### src/rtl/xmem_rd_pkg.sv
package xmem_rd_pkg;

  typedef enum logic [2:0] {
    ST_IDLE,
    ST_ADDR,
    ST_HOLD,
    ST_STROBE,
    ST_RECOVER
  } rd_state_e;

  function automatic int unsigned max_of4(input int unsigned a, input int unsigned b,
                                          input int unsigned c, input int unsigned d);
    int unsigned m;
    m = a;
    if (b > m) m = b;
    if (c > m) m = c;
    if (d > m) m = d;
    return m;
  endfunction

  // Number of tCK a state lasts before the sequence moves on.
  function automatic int unsigned state_dwell(input rd_state_e s,
                                              input int unsigned addr_t,
                                              input int unsigned delay_t,
                                              input int unsigned strobe_t,
                                              input int unsigned recover_t);
    case (s)
      ST_ADDR:    return addr_t;
      ST_HOLD:    return delay_t;
      ST_STROBE:  return strobe_t;
      ST_RECOVER: return recover_t;
      default:    return 1;
    endcase
  endfunction

  // Fixed order of the read sequence.
  function automatic rd_state_e state_after(input rd_state_e s);
    case (s)
      ST_IDLE:   return ST_ADDR;
      ST_ADDR:   return ST_HOLD;
      ST_HOLD:   return ST_STROBE;
      ST_STROBE: return ST_RECOVER;
      default:   return ST_IDLE;
    endcase
  endfunction

  // The low port drives the address while ALE is high and for hold_t tCK after.
  function automatic logic lo_addr_drive(input rd_state_e s, input int unsigned elapsed,
                                         input int unsigned hold_t);
    case (s)
      ST_ADDR: return 1'b1;
      ST_HOLD: return elapsed < hold_t;
      default: return 1'b0;
    endcase
  endfunction

endpackage

### src/rtl/xmem_rd_tick.sv
module xmem_rd_tick #(
  parameter int CNT_W = 4
) (
  input  logic             clk,
  input  logic             rst_n,
  input  logic             restart,
  input  logic [CNT_W-1:0] limit,
  output logic [CNT_W-1:0] elapsed,
  output logic             last
);

  localparam logic [CNT_W-1:0] CNT_TOP = {CNT_W{1'b1}};

  always_ff @(posedge clk or negedge rst_n) begin
    if (!rst_n) begin
      elapsed <= '0;
    end else if (restart) begin
      elapsed <= '0;
    end else if (elapsed != CNT_TOP) begin
      elapsed <= elapsed + CNT_W'(1);
    end
  end

  assign last = (elapsed == limit - CNT_W'(1));

endmodule

### src/rtl/xmem_rd_ctl.sv
module xmem_rd_ctl
  import xmem_rd_pkg::*;
(
  input  logic      clk,
  input  logic      rst_n,
  input  logic      req,
  input  logic      seg_last,
  output rd_state_e state,
  output logic      restart
);

  rd_state_e state_nx;

  always_comb begin
    state_nx = state;
    restart  = 1'b0;
    if (state == ST_IDLE) begin
      if (req) begin
        state_nx = ST_ADDR;
        restart  = 1'b1;
      end
    end else if (seg_last) begin
      state_nx = state_after(state);
      restart  = 1'b1;
    end
  end

  always_ff @(posedge clk or negedge rst_n) begin
    if (!rst_n) state <= ST_IDLE;
    else        state <= state_nx;
  end

endmodule

### src/rtl/xmem_rd_bus.sv
module xmem_rd_bus
  import xmem_rd_pkg::*;
#(
  parameter int          BYTE_W        = 8,
  parameter int          CNT_W         = 4,
  parameter int unsigned ADDR_HOLD_TCK = 1
) (
  input  logic                clk,
  input  logic                rst_n,
  input  logic                accept,
  input  logic                capture,
  input  logic [3*BYTE_W-1:0] req_addr,
  input  rd_state_e           state,
  input  logic [CNT_W-1:0]    elapsed,
  input  logic [BYTE_W-1:0]   ad_in,
  output logic                ale,
  output logic                rd_n,
  output logic                psen_n,
  output logic [BYTE_W-1:0]   ad_out,
  output logic                ad_oe,
  output logic [BYTE_W-1:0]   hi_addr,
  output logic                done,
  output logic [BYTE_W-1:0]   rd_data
);

  logic [3*BYTE_W-1:0] addr_q;
  logic [BYTE_W-1:0]   lo_byte, mid_byte, top_byte;

  always_ff @(posedge clk or negedge rst_n) begin
    if (!rst_n)      addr_q <= '0;
    else if (accept) addr_q <= req_addr;
  end

  assign lo_byte  = addr_q[BYTE_W-1:0];
  assign mid_byte = addr_q[2*BYTE_W-1:BYTE_W];
  assign top_byte = addr_q[3*BYTE_W-1:2*BYTE_W];

  assign ale     = (state == ST_ADDR);
  assign rd_n    = (state != ST_STROBE);
  assign psen_n  = 1'b1;
  assign ad_oe   = lo_addr_drive(state, 32'(elapsed), ADDR_HOLD_TCK);
  assign ad_out  = ad_oe ? lo_byte : '0;
  assign hi_addr = ale ? top_byte : mid_byte;

  always_ff @(posedge clk or negedge rst_n) begin
    if (!rst_n) begin
      done    <= 1'b0;
      rd_data <= '0;
    end else begin
      done <= capture;
      if (capture) rd_data <= ad_in;
    end
  end

endmodule

### src/rtl/xmem_rd_seq.sv
module xmem_rd_seq
  import xmem_rd_pkg::*;
#(
  parameter int          BYTE_W        = 8,
  parameter int unsigned ADDR_TCK      = 2,
  parameter int unsigned ADDR_HOLD_TCK = 1,
  parameter int unsigned RD_DELAY_TCK  = 3,
  parameter int unsigned RD_WIDTH_TCK  = 6,
  parameter int unsigned RECOVER_TCK   = 2
) (
  input  logic                clk,
  input  logic                rst_n,
  input  logic                req,
  input  logic [3*BYTE_W-1:0] req_addr,
  output logic                ale,
  output logic                rd_n,
  output logic                psen_n,
  output logic [BYTE_W-1:0]   ad_out,
  output logic                ad_oe,
  input  logic [BYTE_W-1:0]   ad_in,
  output logic [BYTE_W-1:0]   hi_addr,
  output logic                done,
  output logic [BYTE_W-1:0]   rd_data
);

  localparam int unsigned SPAN  = max_of4(ADDR_TCK, RD_DELAY_TCK, RD_WIDTH_TCK, RECOVER_TCK);
  localparam int          CNT_W = $clog2(SPAN + 1) + 1;

  rd_state_e        state;
  logic             seg_restart;
  logic             seg_last;
  logic [CNT_W-1:0] seg_limit;
  logic [CNT_W-1:0] seg_elapsed;

  // Named events, shared by the datapath and the checker.
  logic ev_accept;
  logic ev_rd_rise;

  assign seg_limit  = CNT_W'(state_dwell(state, ADDR_TCK, RD_DELAY_TCK, RD_WIDTH_TCK, RECOVER_TCK));
  assign ev_accept  = (state == ST_IDLE) && req;
  assign ev_rd_rise = (state == ST_STROBE) && seg_last;

  xmem_rd_tick #(.CNT_W(CNT_W)) u_tick (
    .clk     (clk),
    .rst_n   (rst_n),
    .restart (seg_restart),
    .limit   (seg_limit),
    .elapsed (seg_elapsed),
    .last    (seg_last)
  );

  xmem_rd_ctl u_ctl (
    .clk      (clk),
    .rst_n    (rst_n),
    .req      (req),
    .seg_last (seg_last),
    .state    (state),
    .restart  (seg_restart)
  );

  xmem_rd_bus #(
    .BYTE_W        (BYTE_W),
    .CNT_W         (CNT_W),
    .ADDR_HOLD_TCK (ADDR_HOLD_TCK)
  ) u_bus (
    .clk      (clk),
    .rst_n    (rst_n),
    .accept   (ev_accept),
    .capture  (ev_rd_rise),
    .req_addr (req_addr),
    .state    (state),
    .elapsed  (seg_elapsed),
    .ad_in    (ad_in),
    .ale      (ale),
    .rd_n     (rd_n),
    .psen_n   (psen_n),
    .ad_out   (ad_out),
    .ad_oe    (ad_oe),
    .hi_addr  (hi_addr),
    .done     (done),
    .rd_data  (rd_data)
  );

endmodule

### config.mk
export PLATFORM = sky130hd
export DESIGN_NAME = xmem_rd_seq
export DESIGN_NICKNAME = d
export VERILOG_FILES = /design/src/rtl/xmem_rd_pkg.sv /design/src/rtl/xmem_rd_tick.sv /design/src/rtl/xmem_rd_ctl.sv /design/src/rtl/xmem_rd_bus.sv /design/src/rtl/xmem_rd_seq.sv
export SDC_FILE = /design/constraint.sdc
export NUM_CORES = 1
export LEC_CHECK = 0
export BUFFER_PORTS_ARGS = -buffer_cell sky130_fd_sc_hd__buf_2
export CORE_MARGIN = 2
export CORE_UTILIZATION = 50
export DETAILED_ROUTE_END_ITERATION = 8
export PLACE_DENSITY = 0.8
export SYNTH_ARGS = -nofsm -noshare
export SYNTH_HDL_FRONTEND = slang
export SYNTH_HIERARCHICAL = 1
export SYNTH_SLANG_ARGS = --single-unit
export TNS_END_PERCENT = 5
### constraint.sdc
create_clock -name clk -period 4.25 [get_ports clk]
set_input_delay 0.6375 -clock clk [delete_from_list [all_inputs] [get_ports clk]]
set_output_delay 0.6375 -clock clk [all_outputs]
set_load 0.02 [all_outputs]
Yosys cells after proc, flatten, opt, wreduce, memory -nomap -nowiden
Cells that the tools add are included.
- add/subtract/negate cells: 2
- order comparisons: 1
- equality and inequality tests: 8
- mux-type cells: 13
- reductions and logical operators: 7
- operators by type and width (operator ; number):
    $pmux W3 S3 ; 2
    $mux W8 ; 2
    $mux W3 ; 3
    $mux W4 ; 2
    $eq A3 B2 Y1 const B ; 2
    $add A4 B1 Y4 const B ; 1
    $eq A4 B4 Y1 ; 1
    $lt A4 B1 Y1 const B ; 1
    $ne A4 B4 Y1 const B ; 1
    $reduce_bool A2 Y1 ; 2
    $sub A3 B1 Y4 const B ; 1
    $eq A3 B1 Y1 const B ; 1
    $eq A3 B3 Y1 const B ; 1
    $logic_not A3 Y1 ; 1
    $mux W1 ; 3
    $ne A3 B2 Y1 const B ; 1
    $logic_and A1 B1 Y1 ; 2
    $ne A2 B2 Y1 const B ; 1
    $pmux W1 S2 ; 1
    $reduce_and A2 Y1 ; 1
    $reduce_or A2 Y1 ; 1
- flip-flop bits (word level): 40
- input bits: 35
- output and inout port bits: 29
- logic and storage cells: 36

Logic depth before layout (Yosys ltp)
Gate-level depths: netlist of run 1.
- word-level depth: 8
- mapped depth: 10
- depth with buffers taken out: 9

Modules after synthesis
Netlist of run 1, hierarchy kept.
- modules (own cells, without submodules) (module ; instances ; cells an instance ; area each (µm²) ; seq. area each (µm²)):
    xmem_rd_bus ; 1 ; 105 ; 1595.3 ; 825.8
    xmem_rd_tick ; 1 ; 29 ; 272.8 ; 100.1
    xmem_rd_ctl ; 1 ; 14 ; 158.9 ; 75.1
    xmem_rd_seq ; 1 ; 7 ; 50.0 ; 0.0

Worst setup path before layout of run 1
OpenSTA, ideal clock, no wires.
- path kind: register to register
- start: register u_ctl.state[2]
- end: register u_bus.rd_data[0]
- library setup time: 0.125 ns
- arrival: 2.843 ns
- data required time: 4.125 ns
- slack: 1.282 ns
- cell stages (with the launch flop): 9
- buffers on the path: 1
- period minus slack after synthesis: 2.968 ns
- cell sequence: dfrtp_1 mux2i_1 inv_1 ha_1 xnor2_1 nor4_1 and2_1 clkbuf_1 mux2_2
- longest elaborated chain between the ends: 6
- elaborated cells on any way between the ends: 9
- those cells by class: 1 x add/sub; 5 x eq/ne; 1 x mux; 2 x reduce/logical
- RTL lines (item ; RTL line ; source):
    start: declaration ; xmem_rd_ctl.sv:8 ; output rd_state_e state,
    start signal: assignment ; xmem_rd_ctl.sv:30 ; else state <= state_nx;
    $eq A3 B3 Y1 or $eq A3 B1 Y1 (tied branches) ; xmem_rd_pkg.sv:27 ; case (s)
    $reduce_or A2 Y1 (no source line) ; - ;
    $pmux W3 S3 (*) ; xmem_rd_pkg.sv:27 ;
    via seg_limit[0] ; xmem_rd_seq.sv:32 ; logic [CNT_W-1:0] seg_limit;
    $sub A3 B1 Y4 (*) ; xmem_rd_tick.sv:24 ; assign last = (elapsed == limit - CNT_W'(1));
    $eq A4 B4 Y1 (*) ; xmem_rd_tick.sv:24 ;
    via seg_last ; xmem_rd_seq.sv:31 ; logic seg_last;
    $logic_and A1 B1 Y1 (*) ; xmem_rd_seq.sv:41 ; assign ev_rd_rise = (state == ST_STROBE) && seg_last;
    via ev_rd_rise ; xmem_rd_seq.sv:37 ; logic ev_rd_rise;
    end signal: assignment ; xmem_rd_bus.sv:51 ; if (capture) rd_data <= ad_in;
    end: declaration ; xmem_rd_bus.sv:23 ; output logic [BYTE_W-1:0] rd_data
The timed path passes the listed nets; every way through them passes the cells marked *.
A chain may end at the register's enable or synchronous reset.

Worst setup path after layout of run 1
- start: register u_ctl.state[0]
- end: register u_bus.rd_data[7]
The elaborated chain is that of the path after synthesis.

==> results.yml, run 1 <==
outcome:
  outcome: "finished, final reports clean"
grt:
  grt_start_max_net_pins: 41
  grt_pass1_wl_um: 6000
  grt_overflow: 0
  grt_pass1_vias: 1377
  grt.total_usage_pct: 17.6
  antenna_found_initial: 0
timing:
  slew_viol_final: 0
  finalCritPeriodShare_pct: 68.8
  rsz0062_at_grt: "false"
  hold_violations: 0
  fin_tns_setup_ns: 0
  relSlewSlack_pct: 30.8
  finClkSkew_ns: 0.00342
  max_freq_mhz: 342
  worst_pin_slew_ns: 1.04
  setup_viol: 0
  period_minus_slack_ns: 2.93
setup_path:
  critPathLaunchType: "flop"
  worstPathMaxFanout: 21
  worstSetupPathType: "flop to flop"
  timing.rr.start: "u_ctl/state[0]$_DFFE_PN0P_"
  crit_path_end_kind: "flop"
  worstSetupStartpoint: "u_ctl/state[0]$_DFFE_PN0P_"
  rrSetupSlack_ns: 1.32
  r2r_cells: 8
  crit_required_ns: 4.43
  rr_endpoint: "u_bus/rd_data[7]$_DFFE_PN0P_"
  cp_data_arrival_time_ns: 3.10
logic_synthesis:
  synth_top_family_by_area: "multiplexers"
  syn_nets: 192
  synth-main-ff-cell: "dfrtp_1"
  synthXorXnorAreaFrac_pct: 3.37
  synthArstFlopShare_pct: 100
  synth_adder_area_share_pct: 1.20
  ys_ff_latch: 40
  synth.largest_area_cell: "dfrtp_1"
  seq_area_frac_synth_pct: 48.2
  synth-compound-area-share_pct: 7.41
  ys_types: 33
  synthMuxAreaShare_pct: 24.2
  avgSynthCellArea_sq_um: 13.4
  synthSimpleGateAreaFrac_pct: 12.1
  syn-cell-area_sq_um: 2080
  yosys-top-cells-count: "41 x mux2_2, 40 x dfrtp_1, 8 x o2bb2ai_2, 8 x or4bb_1, 8 x xnor2_1"
  synth_top_area_share_pct: 48.2
  netlist_instances: 155
  yosysMostFrequentCell: "mux2_2"
  ys_top_cells_by_area: "dfrtp_1 48%, mux2_2 22%, o2bb2ai_2 5.8%"
  ys_warn_count: 6
  synth_edf_count: 0
placement:
  place_congestion: 0.754
  place.port_buffers: 62
  dp_cells: 260
  dpl.hpwl_um: 2730
cts:
  clk-insertion-delay-late_ns: 0.29
  clockBufferDepth: 2
  cts_root_buf: "clkbuf_8"
  cts_hold_buf: 0
  clock-sinks: 40
  cts_setup_buffers: 0
  htreeDepth: 2
  cts_tree: "built"
  cts-resized-gates: 0
  clk_pin_slew_ns: 0.07
  numCtsBuffers: 5
min_path:
  worstHoldPathType: "input pin to async pin"
pwr:
  vdd_drop_max_mv: 0.396
  power.density_nw_per_um2: 710
  leakagePower_nw: 1.19
job:
  max-cap-violations: 0
route:
  dr.max_layer_used: "met4"
  via_count: 1444
  postRouteAntennaNets: 0
  met3_length_um: 212
  wl_met2_um: 1820
  drt_iter0_drc: 51
  wl_um: 3710
  drtPass1Iterations: 4
  drc: 0
  avgViaCountPerCell: 5.39
  wl_per_cell_um: 13.8
  met1_length_um: 1630
finish:
  fin_cells: 268
  nets: 254
  layout-drive-gt1-share_pct: 58.3
  antenna_cells: 0
  area_delta_synth_final_pct: 21.3
die:
  die_w_um: 68.5
  dieHeight_um: 68.5
  rows: 23
  die-area_sq_um: 4690
  ios: 64
  coreArea_sq_um: 4000
  initial_core_util_pct: 51.9
power breakdown:
group          switching [mW]  internal [mW]
clock network           0.125          0.132
logic                   0.378          0.408
registers               0.179          0.566
sequential cells by signal (all words and copies together) (netlist names):
signal	count
u_bus/addr_q	24
u_bus/rd_data	8
u_tick/elapsed	4
u_ctl/state	3
u_bus/done	1
final cells by class:
class / count / area [sq um]
Clock buffer: 7 / 86.3
Clock inverter: 1 / 7.51
Fill cell: 316 / 1480
Inverter: 2 / 7.51
Multi-Input combinational cell: 103 / 1020
Sequential cell: 40 / 1000
Tap cell: 50 / 62.6
Timing Repair Buffer: 65 / 333
layout by cell type, fill, tap and decap left out, drive strengths merged:
cell type	synthesis	layout
buf	8	65
mux2	41	41
dfrtp	40	40
xnor2	8	8
or4bb	8	8
o2bb2ai	8	8
clkbuf	2	7
nor2	5	5
mux2i	4	4
nor3	4	4
nand3	3	3
conb	2	2
nand2	2	2
inv	2	2
ha	2	2
nor3b	2	2
or3b	2	2
and3b	1	1
nor4b	1	1
and2	1	1
clkinvlp	0	1
or4	1	1
o21bai	1	1
nand3b	1	1
or2b	1	1
o311ai	1	1
nand2b	1	1
o31ai	1	1
nor4	1	1
a31oi	1	1
cell families (layout without fill, tap and decap cells):
group,Yosys count,in the layout
xor gates and xnor gates,8,8
muxes,45,45
adders and majority gates,2,2
other,2,2
and+or+nand+nor,34,34
buffers and inverters,12,75
AOI/OAI and AO/OA,12,12
DFF,40,40
critical path, cell delays in order, from the launching register on:
cell,delay [ns]
dfrtp_1,0.69
nor2_1,0.15
mux2i_1,0.31
inv_1,0.08
ha_1,0.31
xnor2_1,0.13
nor4_1,0.32
and2_1,0.42
mux2_2,0.38
worst max path at each step:
stage                                              end  slack, ns  cells after the start
after floorplan           u_bus/rd_data[0]$_DFFE_PN0P_       1.28                      8
after global placement    u_bus/rd_data[5]$_DFFE_PN0P_       1.45                      8
after detailed placement  u_bus/rd_data[7]$_DFFE_PN0P_       1.35                      8
after CTS                 u_bus/rd_data[7]$_DFFE_PN0P_       1.33                      8
after global routing      u_bus/rd_data[7]$_DFFE_PN0P_       1.12                      9
final                     u_bus/rd_data[7]$_DFFE_PN0P_       1.32                      8
stage by stage:
| step | hold WS (ns) | power, mW | setup WS (ns) | cell area, sq um | utilization (%) |
|---|---|---|---|---|---|
| final | 0.440 | 1.79 | 1.32 | 2520 | 63.0 |
| after global routing | 0.519 | 1.92 | 1.12 | 2520 | 63.0 |
| after CTS | 0.478 | 1.81 | 1.33 | 2520 | 63.0 |
| after detailed placement | 0.491 | 1.55 | 1.35 | 2420 | 60.6 |
| after global placement | 0.486 | 1.52 | 1.45 | 2420 | 60.6 |
| after floorplan | 0.342 | 1.33 | 1.28 | 2080 | - |
per-layer routing:
layer / vias up / track usage (%)
met5: - / 0
met4: 0 / 7.00
met3: 5 / 4.93
met2: 36 / 27.9
met1: 715 / 22.7
li1: 688 / -
(Power assumes the default switching activity.)
==> run 2: changes to the inputs <==
CORE_UTILIZATION = 46   (was 50)
PLACE_DENSITY = 0.78   (was 0.8)
clock period = 2.49 ns   (was 4.25 ns; I/O delays follow)
==> results.yml, run 2 (synthesis gave the netlist of run 1 again) <==
setup_path:
  path_cells: "nor2_4 > xnor2_1 > inv_1 > ha_2 > xnor2_1 > nor4_2 > and2_2 > mux2_2"
  worstSetupPathType: "flop to flop"
  r2r_cells: 8
  rr_endpoint: "u_bus/rd_data[3]$_DFFE_PN0P_"
  cpPeakStageDelay_ns: 0.44
  critPathLaunchType: "flop"
  crit_path_top_delay_cell: "dfrtp_2"
  rrSetupSlack_ns: 0.19
  timing.rr.start: "u_ctl/state[0]$_DFFE_PN0P_"
  crit_path_end_kind: "flop"
  cp_data_arrival_time_ns: 2.47
  cp-endpoint: "u_bus/rd_data[3]$_DFFE_PN0P_"
  critical_path.most_common_cell: "xnor2_1"
  worstPathMaxFanout: 4
  worstSetupStartpoint: "u_ctl/state[0]$_DFFE_PN0P_"
  crit_required_ns: 2.66
cts:
  cts_tree: "built"
  cts_hold_buf: 0
  cts_setup_buffers: 0
  clock-sinks: 40
  numCtsBuffers: 5
  cts_root_buf: "clkbuf_8"
  clk-insertion-delay-late_ns: 0.29
  clockBufferDepth: 2
  clk_pin_slew_ns: 0.07
  htreeDepth: 2
timing:
  max_freq_mhz: 435
  period_minus_slack_ns: 2.30
  hold_violations: 0
  setup_viol: 0
  finalCritPeriodShare_pct: 92.4
  worst_pin_slew_ns: 0.881
  slew_viol_final: 0
  relSlewSlack_pct: 41.2
  finClkSkew_ns: 0.00598
route:
  postRouteAntennaNets: 0
  drt_iter0_drc: 71
  avgViaCountPerCell: 5.33
  wl_per_cell_um: 14.5
  drtPass1Iterations: 4
  wl_um: 4000
  via_count: 1465
  drc: 0
finish:
  area_delta_synth_final_pct: 24.0
  largest_register_ffs: 24
  final_cell_mix: "62 x buf_2, 41 x mux2_2, 37 x dfrtp_1"
  reg_top3: "u_bus/addr_q: 24 flops, u_bus/rd_data: 8 flops, u_tick/elapsed: 4 flops"
  nFillCells: 358
  final_cell_area_sq_um: 2580
  nets: 260
  layout_commonest_cell: "buf_2"
  layout-drive-gt1-share_pct: 62.8
  antenna_cells: 0
  regMostFlops: "u_bus/addr_q"
die:
  ios: 64
  dieHeight_um: 71.2
  die_w_um: 71.2
  die-area_sq_um: 5070
  initial_core_util_pct: 47.7
  rows: 24
  coreArea_sq_um: 4350
pwr:
  leakagePower_nw: 1.21
  power.density_nw_per_um2: 1210
  power_mw: 3.11
  vdd_drop_max_mv: 0.688
grt:
  grt_pass1_wl_um: 6880
  grt.total_usage_pct: 17.1
  grt_overflow: 0
  grt_pass1_vias: 1467
  antenna_found_initial: 0
  grt_start_max_net_pins: 41
placement:
  dpl_cell_area_sq_um: 2490
  place_congestion: 0.715
  dpl.hpwl_um: 2880
  place.port_buffers: 62
outcome:
  outcome: "finished, final reports clean"
min_path:
  worstHoldPathType: "input pin to async pin"
job:
  max-cap-violations: 0
==> run 2: metal layers <==
layer | GRT usage (%) | up-vias | wire, um
met5 | 0 | - | 0
met2 | 27.4 | 29 | 2100
met4 | 5.66 | 0 | 45
met1 | 22.9 | 725 | 1700
met3 | 3.99 | 5 | 157
li1 | - | 706 | -
==> run 2: layout make-up <==
class | instances | area [sq um] | share of cell area (%)
Timing Repair Buffer | 70 | 370 | 14.4
Inverter | 2 | 7.51 | 0.291
Multi-Input combinational cell | 104 | 1050 | 40.8
Tap cell | 52 | 65.1 | 2.53
Clock buffer | 6 | 72.6 | 2.82
Clock inverter | 1 | 5.00 | 0.194
Sequential cell | 40 | 1000 | 39.0
==> run 2: worst min-delay path by stage <==
stage / from / endpoint / slack (ns)
2_1_floorplan: rst_n / u_bus/addr_q[0]$_DFFE_PN0P_ / 0.08
3_3_place_gp: u_bus/addr_q[10]$_DFFE_PN0P_ / u_bus/addr_q[10]$_DFFE_PN0P_ / 0.49
3_5_place_dp: u_bus/rd_data[2]$_DFFE_PN0P_ / u_bus/rd_data[2]$_DFFE_PN0P_ / 0.49
4_1_cts: rst_n / u_bus/addr_q[0]$_DFFE_PN0P_ / 0.24
5_1_grt: rst_n / u_bus/addr_q[0]$_DFFE_PN0P_ / 0.29
6_report: rst_n / u_bus/addr_q[0]$_DFFE_PN0P_ / 0.20
==> run 2: critical path, delay by kind of cell, from the launching register on <==
kind          cells  cell delay [ns]
simple gates      3             0.76
flops             1             0.44
mux               1             0.34
xor+xnor          2             0.29
fa+ha+maj         1             0.28
buf+inv           1             0.07
==> run 2: stage by stage <==
| stage | instances | utilization [%] | setup slack, ns | TNS (ns) | hold slack [ns] |
|---|---|---|---|---|---|
| floorplan | 155 | - | -0.0198 | -0.158 | 0.0779 |
| global placement | 267 | 57.2 | 0.118 | 0 | 0.487 |
| detailed placement | 267 | 57.2 | 0.0330 | 0 | 0.490 |
| CTS | 274 | 58.9 | 0.0178 | 0 | 0.237 |
| global route | 275 | 59.2 | -0.00698 | -0.00746 | 0.289 |
| finish | 275 | 59.2 | 0.189 | 0 | 0.202 |
==> run 2: what timing repair did <==
action,4_1_cts,5_1_grt
gates resized for setup,0,2
hold endpoints to repair,0,0
setup endpoints to repair,0,8
==> run 2: report_power, final <==
group | switching (mW) | internal (mW) | total [mW]
logic | 0.734 | 0.751 | 1.48
registers | 0.254 | 0.972 | 1.23
clock network | 0.211 | 0.190 | 0.401
total | 1.20 | 1.91 | 3.11
